[src/rtl/spi_sram_pkg.sv]
package spi_sram_pkg;

  // Frame phases of one select period
  typedef enum logic [2:0] {
    FS_IDLE,
    FS_OPCODE,
    FS_ADDR,
    FS_READ,
    FS_WRITE,
    FS_SKIP
  } fs_state_t;

endpackage

[src/rtl/spi_pin_sync.sv]
module spi_pin_sync #(
  parameter int WIDTH = 4,
  parameter int STAGES = 2,
  parameter logic [WIDTH-1:0] RST_VAL = '0
) (
  input  logic             clk,
  input  logic             rst,
  input  logic [WIDTH-1:0] din,
  output logic [WIDTH-1:0] dout
);

  logic [STAGES-1:0][WIDTH-1:0] chain_q;

  always_ff @(posedge clk) begin
    if (rst) begin
      for (int s = 0; s < STAGES; s++) chain_q[s] <= RST_VAL;
    end else begin
      chain_q[0] <= din;
      for (int s = 1; s < STAGES; s++) chain_q[s] <= chain_q[s-1];
    end
  end

  assign dout = chain_q[STAGES-1];

endmodule

[src/rtl/spi_link_events.sv]
module spi_link_events (
  input  logic clk,
  input  logic rst,
  input  logic cs_n_s,
  input  logic sck_s,
  input  logic hold_n_s,
  output logic sel,
  output logic start,
  output logic rise,
  output logic fall
);

  logic cs_p_q;
  logic sck_p_q;
  logic mode3_q;
  logic seen_rise_q;
  logic active;

  always_comb begin
    sel    = ~cs_n_s;
    start  = cs_p_q & ~cs_n_s;
    active = sel & hold_n_s & ~start;
    rise   = active & sck_s & ~sck_p_q;
    // in mode 3 the idle-high clock gives one leading fall that is not a shift point
    fall   = active & ~sck_s & sck_p_q & (~mode3_q | seen_rise_q);
  end

  always_ff @(posedge clk) begin
    if (rst) begin
      cs_p_q      <= 1'b1;
      sck_p_q     <= 1'b0;
      mode3_q     <= 1'b0;
      seen_rise_q <= 1'b0;
    end else begin
      cs_p_q  <= cs_n_s;
      sck_p_q <= sck_s;
      if (start) begin
        mode3_q     <= sck_s;
        seen_rise_q <= 1'b0;
      end else if (rise) begin
        seen_rise_q <= 1'b1;
      end
    end
  end

endmodule

[src/rtl/spi_sram_frame.sv]
module spi_sram_frame
  import spi_sram_pkg::*;
#(
  parameter int ADDR_W = 17,
  parameter int DATA_W = 8,
  parameter int ADDR_BYTES = 3,
  parameter logic [DATA_W-1:0] OP_READ = 8'h03,
  parameter logic [DATA_W-1:0] OP_WRITE = 8'h02
) (
  input  logic              clk,
  input  logic              rst,
  input  logic              sel,
  input  logic              start,
  input  logic              rise,
  input  logic              fall,
  input  logic              hold_n,
  input  logic              mosi,
  input  logic [DATA_W-1:0] mem_rdata,
  output logic              miso,
  output logic              miso_oe,
  output logic [ADDR_W-1:0] mem_addr,
  output logic [DATA_W-1:0] mem_wdata,
  output logic              mem_we,
  output logic              mem_re
);

  localparam int BIT_W = $clog2(DATA_W);
  localparam int BC_W = (ADDR_BYTES > 1) ? $clog2(ADDR_BYTES) : 1;
  localparam logic [BIT_W-1:0] LAST_BIT = BIT_W'(DATA_W - 1);
  localparam logic [BC_W-1:0] LAST_BYTE = BC_W'(ADDR_BYTES - 1);

  fs_state_t         state_q;
  logic [BIT_W-1:0]  bit_q;
  logic [BC_W-1:0]   byte_q;
  logic              is_rd_q;
  logic [DATA_W-2:0] sh_q;
  logic [ADDR_W-1:0] acc_q;
  logic [ADDR_W-1:0] next_q;
  logic [DATA_W-1:0] rbuf_q;
  logic [DATA_W-2:0] osr_q;
  logic              miso_q;
  logic              oe_q;
  logic [ADDR_W-1:0] maddr_q;
  logic [DATA_W-1:0] mwd_q;
  logic              we_q;
  logic              re_q;
  logic              re_d_q;

  logic [DATA_W-1:0] byte_in;
  logic [ADDR_W-1:0] addr_in;

  always_comb begin
    byte_in = {sh_q, mosi};
    addr_in = ADDR_W'({acc_q, byte_in});
  end

  always_ff @(posedge clk) begin
    if (rst) begin
      state_q <= FS_IDLE;
      bit_q   <= '0;
      byte_q  <= '0;
      is_rd_q <= 1'b0;
      sh_q    <= '0;
      acc_q   <= '0;
      next_q  <= '0;
      rbuf_q  <= '0;
      osr_q   <= '0;
      miso_q  <= 1'b0;
      oe_q    <= 1'b0;
      maddr_q <= '0;
      mwd_q   <= '0;
      we_q    <= 1'b0;
      re_q    <= 1'b0;
      re_d_q  <= 1'b0;
    end else begin
      we_q   <= 1'b0;
      re_q   <= 1'b0;
      re_d_q <= re_q;
      if (re_d_q) rbuf_q <= mem_rdata;
      oe_q <= sel & hold_n & (state_q == FS_READ);

      if (!sel) begin
        state_q <= FS_IDLE;
      end else if (start) begin
        state_q <= FS_OPCODE;
        bit_q   <= '0;
        byte_q  <= '0;
      end else if (rise && state_q != FS_IDLE) begin
        sh_q  <= byte_in[DATA_W-2:0];
        bit_q <= bit_q + 1'b1;
        if (bit_q == LAST_BIT) begin
          case (state_q)
            FS_OPCODE: begin
              if (byte_in == OP_READ) begin
                is_rd_q <= 1'b1;
                state_q <= FS_ADDR;
              end else if (byte_in == OP_WRITE) begin
                is_rd_q <= 1'b0;
                state_q <= FS_ADDR;
              end else begin
                state_q <= FS_SKIP;
              end
            end
            FS_ADDR: begin
              acc_q  <= addr_in;
              byte_q <= byte_q + 1'b1;
              if (byte_q == LAST_BYTE) begin
                if (is_rd_q) begin
                  re_q    <= 1'b1;
                  maddr_q <= addr_in;
                  next_q  <= addr_in + 1'b1;
                  miso_q  <= 1'b0;
                  state_q <= FS_READ;
                end else begin
                  next_q  <= addr_in;
                  state_q <= FS_WRITE;
                end
              end
            end
            FS_READ: begin
              re_q    <= 1'b1;
              maddr_q <= next_q;
              next_q  <= next_q + 1'b1;
            end
            FS_WRITE: begin
              we_q    <= 1'b1;
              maddr_q <= next_q;
              mwd_q   <= byte_in;
              next_q  <= next_q + 1'b1;
            end
            default: ;
          endcase
        end
      end else if (fall && state_q == FS_READ) begin
        if (bit_q == '0) begin
          miso_q <= rbuf_q[DATA_W-1];
          osr_q  <= rbuf_q[DATA_W-2:0];
        end else begin
          miso_q <= osr_q[DATA_W-2];
          osr_q  <= {osr_q[DATA_W-3:0], 1'b0};
        end
      end
    end
  end

  assign miso      = miso_q;
  assign miso_oe   = oe_q;
  assign mem_addr  = maddr_q;
  assign mem_wdata = mwd_q;
  assign mem_we    = we_q;
  assign mem_re    = re_q;

endmodule

[src/rtl/spi_sram_front.sv]
module spi_sram_front #(
  parameter int ADDR_W = 17,
  parameter int DATA_W = 8,
  parameter int ADDR_BYTES = 3,
  parameter int SYNC_STAGES = 2,
  parameter logic [DATA_W-1:0] OP_READ = 8'h03,
  parameter logic [DATA_W-1:0] OP_WRITE = 8'h02
) (
  input  logic              clk,
  input  logic              rst,
  input  logic              spi_cs_n,
  input  logic              spi_sck,
  input  logic              spi_mosi,
  input  logic              spi_hold_n,
  output logic              spi_miso,
  output logic              spi_miso_oe,
  output logic [ADDR_W-1:0] mem_addr,
  output logic [DATA_W-1:0] mem_wdata,
  output logic              mem_we,
  output logic              mem_re,
  input  logic [DATA_W-1:0] mem_rdata
);

  localparam int PIN_N = 4;
  // order: hold_n, cs_n, sck, mosi; idle levels high for hold_n and cs_n
  localparam logic [PIN_N-1:0] PIN_IDLE = 4'b1100;

  logic [PIN_N-1:0] pins_s;
  logic hold_n_s, cs_n_s, sck_s, mosi_s;
  logic sel_s, start_s, rise_s, fall_s;

  spi_pin_sync #(
    .WIDTH  (PIN_N),
    .STAGES (SYNC_STAGES),
    .RST_VAL(PIN_IDLE)
  ) u_sync (
    .clk (clk),
    .rst (rst),
    .din ({spi_hold_n, spi_cs_n, spi_sck, spi_mosi}),
    .dout(pins_s)
  );

  assign {hold_n_s, cs_n_s, sck_s, mosi_s} = pins_s;

  spi_link_events u_events (
    .clk     (clk),
    .rst     (rst),
    .cs_n_s  (cs_n_s),
    .sck_s   (sck_s),
    .hold_n_s(hold_n_s),
    .sel     (sel_s),
    .start   (start_s),
    .rise    (rise_s),
    .fall    (fall_s)
  );

  spi_sram_frame #(
    .ADDR_W    (ADDR_W),
    .DATA_W    (DATA_W),
    .ADDR_BYTES(ADDR_BYTES),
    .OP_READ   (OP_READ),
    .OP_WRITE  (OP_WRITE)
  ) u_frame (
    .clk      (clk),
    .rst      (rst),
    .sel      (sel_s),
    .start    (start_s),
    .rise     (rise_s),
    .fall     (fall_s),
    .hold_n   (hold_n_s),
    .mosi     (mosi_s),
    .mem_rdata(mem_rdata),
    .miso     (spi_miso),
    .miso_oe  (spi_miso_oe),
    .mem_addr (mem_addr),
    .mem_wdata(mem_wdata),
    .mem_we   (mem_we),
    .mem_re   (mem_re)
  );

endmodule

[config.mk]
export PLATFORM = sky130hd
export DESIGN_NAME = spi_sram_front
export DESIGN_NICKNAME = d
export VERILOG_FILES = /design/src/rtl/spi_sram_pkg.sv /design/src/rtl/spi_pin_sync.sv /design/src/rtl/spi_link_events.sv /design/src/rtl/spi_sram_frame.sv /design/src/rtl/spi_sram_front.sv
export SDC_FILE = /design/constraint.sdc
export NUM_CORES = 1
export LEC_CHECK = 0
export BUFFER_PORTS_ARGS = -buffer_cell sky130_fd_sc_hd__clkbuf_2
export CORE_ASPECT_RATIO = 0.6
export CORE_MARGIN = 2
export CORE_UTILIZATION = 40
export CTS_CLUSTER_DIAMETER = 60
export DETAILED_ROUTE_END_ITERATION = 8
export PLACE_DENSITY_LB_ADDON = 0.08
export SYNTH_ARGS = -nofsm -noshare
export SYNTH_HDL_FRONTEND = slang
export SYNTH_SLANG_ARGS = --single-unit
[constraint.sdc]
create_clock -name clk -period 3.51 [get_ports clk]
set_clock_uncertainty 0.2 [all_clocks]
set_input_delay 0.351 -clock clk [delete_from_list [all_inputs] [get_ports clk]]
set_output_delay 0.351 -clock clk [all_outputs]
set_load 0.05 [all_outputs]
==> results.py, run 1 <==
metrics = {
    "placement": {
        "hpwlAfterDp_microns": 8162,
        "portBuffers": 42,
        "gp_congestion": 0.8465,
        "placedCellCount": 731,
    },
    "power_and_ir_drop": {
        "seqPwrFrac": 0.537,
        "p_clk_frac": 0.446,
        "power_leakage_nw": 1.883,
        "ir_worst_vdd_mv": 0.2295,
        "internal-power_mw": 1.627,
        "pwr_density_cell_nw_per_um2": 403.6,
        "p_comb_frac": 0.017,
        "p_switching_mw": 0.4834,
        "p_sw_frac": 0.2291,
    },
    "die": {
        "rows": 30,
        "start_util": 0.4123,
        "die_area_sq_um": 12590,
        "die_w_microns": 143.5,
        "io_pins": 43,
        "core-area_sq_um": 11340,
        "chipHeight_microns": 87.73,
    },
    "layout": {
        "multiInputGateArea_sq_um": 2489,
        "fin_cells": 747,
        "num_antenna_cells": 0,
        "regArea_sq_um": 1982,
        "n_fill_cell": 1163,
        "area_delta_synth_final_pct": 11.89,
        "final_cell_mix": "dfxtp_1 (99), nor2_1 (90), nand2_1 (71)",
        "layout-drive-gt1-share": 0.1329,
        "nets": 604,
        "final_common_cell": "dfxtp_1",
    },
    "status": {
        "violations": "negative hold slack",
        "status": "complete, but fails checks",
    },
    "routing": {
        "vias": 4049,
        "wl_per_cell_microns": 15.82,
        "routed_wirelength_microns": 11820,
        "ant_nets": 0,
        "avgViaCountPerCell": 5.420,
        "drc": 0,
        "first_iter_violations": 338,
        "firstDrtPassIters": 5,
    },
    "worst_setup_path": {
        "arrival_ps": 2800,
        "critPathLaunchType": "register",
        "crit_type": "reg -> reg",
        "critPathMaxFanout": 13,
        "worstReg2RegStart": "u_events.cs_p_q$_SDFF_PP1_",
        "rrSetupSlack_ps": 750,
        "required_ps": 3540,
        "endpoint_kind": "register",
        "reg2reg_depth": 5,
        "startpoint": "u_events.cs_p_q$_SDFF_PP1_",
        "r2r-end": "u_frame.byte_q[1]$_SDFFE_PP0P_",
    },
    "grt": {
        "antenna_found_initial": 0,
        "grt_overflow": 0,
        "grt_pass1_wl_microns": 19330,
        "grtUsageTotal": 0.1942,
        "grt_max_degree": 42,
        "grt_pass1_vias": 3676,
    },
    "timing": {
        "worst_pin_slew_ps": 890.1,
        "slew_headroom": 0.4020,
        "hold_ws_ps": -2.272,
        "maxClockFrequency_ghz": 0.3618,
        "hold_viol_final": 1,
        "setup_tns_ps": 0,
        "slew_viol_final": 0,
        "grt_setup_unrepaired": "no",
        "setup_viol": 0,
        "period_minus_slack_ps": 2764,
        "min_period_over_period": 0.7875,
    },
    "clocking": {
        "clock_latency_ps": 350,
        "root_buffer": "clkbuf_16",
        "cts_made_buffers": 9,
        "clkTransAtPathRegs_ps": 70,
        "cts_sinks": 99,
        "clk_path_buf_depth": 2,
        "htreeDepth": 3,
        "cts_tree": "done",
        "post_cts_buffers": 0,
    },
    "logic_synthesis": {
        "ys_top_cells_by_area": "dfxtp_1 (42%), nor2_1 (7.3%), mux2i_1 (7.3%)",
        "ys.warnings.count": 0,
        "syn-instance-count": 567,
        "syn_area_sq_um": 4673,
        "synth_edf_count": 0,
        "avgSynthCellArea_sq_um": 8.242,
        "synth_top_area_share": 0.4241,
        "yosysTopAreaCell": "dfxtp_1",
        "ys.flop_type": "dfxtp_1",
        "synth_nets": 588,
        "synthArstFlopShare": 0,
        "yosysSeqAreaShare": 0.4241,
        "synth_seq_cells": 99,
        "synthDistinctLibCells": 55,
    },
    "worst_hold_path": {
        "whs_endpoint": "u_sync.chain_q[2]$_SDFF_PP1_",
        "min-delay-path-class": "in -> reg",
        "hold_depth": 2,
        "hp-start": "spi_cs_n",
    },
    "job": {
        "maxCapViolations": 0,
    },
}
==> worst max-delay path by stage <==
stage                                                  to  slack [ps]
after floorplan           u_frame.next_q[16]$_SDFFE_PP0P_        1300
after global placement     u_frame.byte_q[1]$_SDFFE_PP0P_         860
after detailed placement   u_frame.byte_q[1]$_SDFFE_PP0P_         760
after CTS                  u_frame.byte_q[1]$_SDFFE_PP0P_         740
after global routing       u_frame.byte_q[1]$_SDFFE_PP0P_         530
final                      u_frame.byte_q[1]$_SDFFE_PP0P_         750
==> cells by family after synthesis <==
kind of cell | count (synthesis) | share of synthesized area
AND/OR/NAND/NOR | 259 | 0.2648
AO/OA/AOI/OAI | 101 | 0.1424
flip-flops | 99 | 0.4241
buffers and inverters | 50 | 0.04525
multiplexers | 34 | 0.07283
XOR/XNOR | 17 | 0.03186
adder cells (fa/ha/maj) | 7 | 0.01874
==> cell usage after synthesis, drive strengths merged (2+ instances only) <==
| cell | instances |
|---|---|
| a2111oi | 2 |
| a211oi | 6 |
| a21oi | 36 |
| a22oi | 2 |
| a311oi | 16 |
| a31oi | 11 |
| and3 | 9 |
| buf | 9 |
| clkbuf | 34 |
| dfxtp | 99 |
| ha | 7 |
| inv | 7 |
| mux2i | 34 |
| nand2 | 71 |
| nand2b | 5 |
| nand3 | 16 |
| nand4 | 11 |
| nor2 | 91 |
| nor2b | 12 |
| nor3 | 9 |
| nor3b | 4 |
| nor4 | 11 |
| nor4b | 2 |
| o21ai | 12 |
| o22ai | 2 |
| o32ai | 2 |
| or2 | 8 |
| or3 | 5 |
| xnor2 | 2 |
| xor2 | 15 |
==> stage by stage <==
stage	setup slack, ps	power, mW	instance area, sq um	hold slack [ps]	utilization
floorplan	1297	1.180	4673	189.5	-
global placement	858.9	1.196	4945	194.3	0.4362
detailed placement	760.8	1.196	4945	208.2	0.4362
CTS	741.1	2.134	5229	1.349	0.4613
global route	529.1	2.184	5229	1.102	0.4613
finish	746.0	2.110	5229	-2.272	0.4613
==> flip-flops by register name (all words and copies together), names as in the netlist <==
| signal | flops |
|---|---|
| u_frame.sh_q | 7 |
| u_frame.mem_re | 1 |
| u_frame.next_q | 17 |
| u_frame.rbuf_q | 8 |
| u_sync.chain_q | 4 |
| u_frame.bit_q | 3 |
| u_frame.mem_addr | 17 |
| u_frame.acc_q | 9 |
| u_frame.osr_q | 7 |
| u_frame.miso | 1 |
| u_frame.miso_oe | 1 |
| u_frame.mem_we | 1 |
| u_frame.is_rd_q | 1 |
| u_frame.mem_wdata | 8 |
| u_events.mode3_q | 1 |
| u_frame.state_q | 3 |
| u_frame.byte_q | 2 |
| u_events.cs_p_q | 1 |
| u_events.sck_p_q | 1 |
| u_sync.dout | 4 |
| u_frame.re_d_q | 1 |
| u_events.seen_rise_q | 1 |
==> cell type report <==
cell class,instances,area share
Multi-Input combinational cell,418,0.4760
Inverter,7,0.005025
Sequential cell,99,0.3790
Tap cell,160,0.03829
Timing Repair Buffer,48,0.04929
Clock buffer,9,0.04307
Clock inverter,6,0.009332
==> power by group through the flow <==
stage                     sequential (mW)  combinational (mW)  clock (mW)
after global routing                 1.13              0.0407        1.01
after CTS                            1.13              0.0372       0.964
final                                1.13              0.0367       0.940
after global placement               1.16              0.0364           0
after floorplan                      1.16              0.0235           0
after detailed placement             1.16              0.0365           0
==> critical path, stage by stage, from the launching register on <==
cell and delay [ps]:
dfxtp_1 380, nor4b_4 520, and3_1 510, and3_1 640, nor2_1 70, a2111oi_0 320
==> layer usage <==
metal | vias up | part of all wire | track usage
met4 | 0 | 0.0077 | 0.04011
li1 | 2022 | - | -
met5 | - | 0 | 0
met1 | 1889 | 0.55 | 0.3032
met2 | 128 | 0.39 | 0.2697
met3 | 10 | 0.060 | 0.04374
==> repair_timing <==
item | CTS | global route
hold endpoints to repair | 1 | 0
hold buffers | 1 | 0
resized for setup | 0 | 0
No activity file was read; power rests on OpenSTA's default activity.
==> run 2, diff against run 1 <==
clock period = 2.3 ns   (was 3.51 ns; I/O delays follow)
==> run 2 against run 1 <==
The run now ends clean; design area increased by 8.7%; fmax is 25% higher; critical path depth up 2; register-to-register slack lost 660 ps; sequential power is 53% higher.
==> results.py, run 2 (same netlist as run 1, synthesis figures left out) <==
metrics = {
    "status": {
        "status": "finished, final reports clean",
    },
    "die": {
        "start_util": 0.4123,
        "io_pins": 43,
        "core-area_sq_um": 11340,
        "die_w_microns": 143.5,
        "rows": 30,
        "die_area_sq_um": 12590,
        "chipHeight_microns": 87.73,
    },
    "routing": {
        "routed_wirelength_microns": 12360,
        "first_iter_violations": 428,
        "wl_per_cell_microns": 15.60,
        "drc": 0,
        "vias": 4201,
        "avgViaCountPerCell": 5.304,
        "ant_nets": 0,
        "firstDrtPassIters": 7,
    },
    "worst_setup_path": {
        "crit_path_cell_trace": "ha_1, nand3_1, nor4_2, buf_4, nand3_1, or4_1, a31oi_1",
        "startpoint": "u_frame.next_q[1]$_SDFFE_PP0P_",
        "crit_path_top_delay_cell": "or4_1",
        "max_stage_delay_ps": 490,
        "worstReg2RegStart": "u_frame.next_q[1]$_SDFFE_PP0P_",
        "arrival_ps": 2290,
        "critPathMaxFanout": 5,
        "path_depth": 7,
        "reg2reg_depth": 7,
        "critPathLaunchType": "register",
        "cpLargestDelayFamily": "simple AND/OR/NAND/NOR gates",
        "cp_common_cell": "nand3_1",
        "endpoint_kind": "register",
        "crit_type": "reg -> reg",
        "crit_buf_inv": 1,
        "required_ps": 2380,
    },
    "power_and_ir_drop": {
        "seqPwrFrac": 0.511,
        "p_clk_frac": 0.466,
        "power_leakage_nw": 2.132,
        "p_comb_frac": 0.023,
        "totalPowerFinal_mw": 3.379,
        "internal-power_mw": 2.621,
        "pwr_density_cell_nw_per_um2": 594.6,
        "p_sw_frac": 0.2243,
        "ir_worst_vdd_mv": 0.3691,
        "p_switching_mw": 0.7579,
    },
    "placement": {
        "pre_cts_slack_ps": 105.5,
        "placedCellCount": 762,
        "hpwlAfterDp_microns": 8787,
        "portBuffers": 42,
        "gp_congestion": 0.8996,
    },
    "timing": {
        "setup_viol": 0,
        "min_period_over_period": 0.9608,
        "maxClockFrequency_ghz": 0.4525,
        "slew_viol_final": 0,
        "worst_pin_slew_ps": 569.4,
        "hold_viol_final": 0,
        "period_minus_slack_ps": 2210,
        "grt_setup_unrepaired": "no",
        "slew_headroom": 0.6204,
        "finalWorstSetupSlack_ps": 90.20,
        "setup_tns_ps": 0,
    },
    "clocking": {
        "cts_tree": "done",
        "cts_made_buffers": 9,
        "htreeDepth": 3,
        "cts_sinks": 99,
        "clk_path_buf_depth": 2,
        "clkTransAtPathRegs_ps": 70,
        "root_buffer": "clkbuf_16",
        "clock_latency_ps": 350,
    },
    "worst_hold_path": {
        "hold_depth": 1,
        "min-delay-path-class": "reg -> reg",
        "hp-start": "u_sync.chain_q[3]$_SDFF_PP1_",
    },
    "grt": {
        "grt_pass1_vias": 3735,
        "grtUsageTotal": 0.2059,
        "grt_pass1_wl_microns": 20180,
        "grt_overflow": 0,
        "antenna_found_initial": 0,
        "grt_max_degree": 57,
    },
    "layout": {
        "area_delta_synth_final_pct": 21.61,
        "final_common_cell": "dfxtp_1",
        "layout-drive-gt1-share": 0.1788,
        "final_cell_mix": "dfxtp_1 (99), nor2_1 (90), nand2_1 (71)",
        "fin_cells": 792,
        "num_antenna_cells": 0,
        "final_util": 0.5013,
        "nets": 648,
    },
    "job": {
        "maxCapViolations": 0,
    },
}
run 2: cell count changes in the layout (fill, tap and decap cells not counted), sizes merged:
cell	delta
clkinvlp	-1
dlygate4sd3	+12
inv	+1
bufinv	+1
buf	+32
run 2: power groups by stage:
| stage | Clock (mW) | Sequential (mW) | Combinational, mW |
|---|---|---|---|
| floorplan | 0 | 1.76 | 0.0358 |
| global placement | 0 | 1.77 | 0.0604 |
| detailed placement | 0 | 1.77 | 0.0611 |
| CTS | 1.62 | 1.73 | 0.0783 |
| global route | 1.69 | 1.73 | 0.0858 |
| finish | 1.57 | 1.73 | 0.0781 |
run 2: routing by layer:
layer | wire length [microns] | GRT usage | up-vias
met5 | 0 | 0 | -
met4 | 104 | 0.05258 | 0
met3 | 919 | 0.05522 | 10
met2 | 4549 | 0.2697 | 143
met1 | 6782 | 0.3244 | 1943
li1 | - | - | 2105
run 2: final timing paths:
path | endpoint | slack [ps]
max | u_frame.next_q[16]$_SDFFE_PP0P_ | 90
min | u_sync.dout[3]$_SDFF_PP1_ | 210
max reg2reg | u_frame.next_q[16]$_SDFFE_PP0P_ | 90
min reg2reg | u_sync.dout[3]$_SDFF_PP1_ | 210
run 2: final cells by class:
class | instances | area [sq um]
fillers | 1118 | 5653
multi-input cells | 418 | 2499
flip-flops and latches | 99 | 1982
repair buffers | 92 | 668.1
clock buffers | 9 | 225.2
well taps | 160 | 200.2
clock inverters | 7 | 82.58
inverters | 7 | 26.28
run 2: what timing repair did:
item,4_1_cts,5_1_grt
hold buffers,13,0
endpoints found under the hold margin,13,0
endpoints found under the setup margin,0,19
setup buffers,0,1
resized for setup,0,3
run 2: stage by stage:
step | hold WS [ps] | instance area, sq um
2_1_floorplan | 133.8 | 4673
3_3_place_gp | 192.6 | 5228
3_5_place_dp | 195.6 | 5228
4_1_cts | 213.8 | 5665
5_1_grt | 225.0 | 5683
6_report | 213.2 | 5683
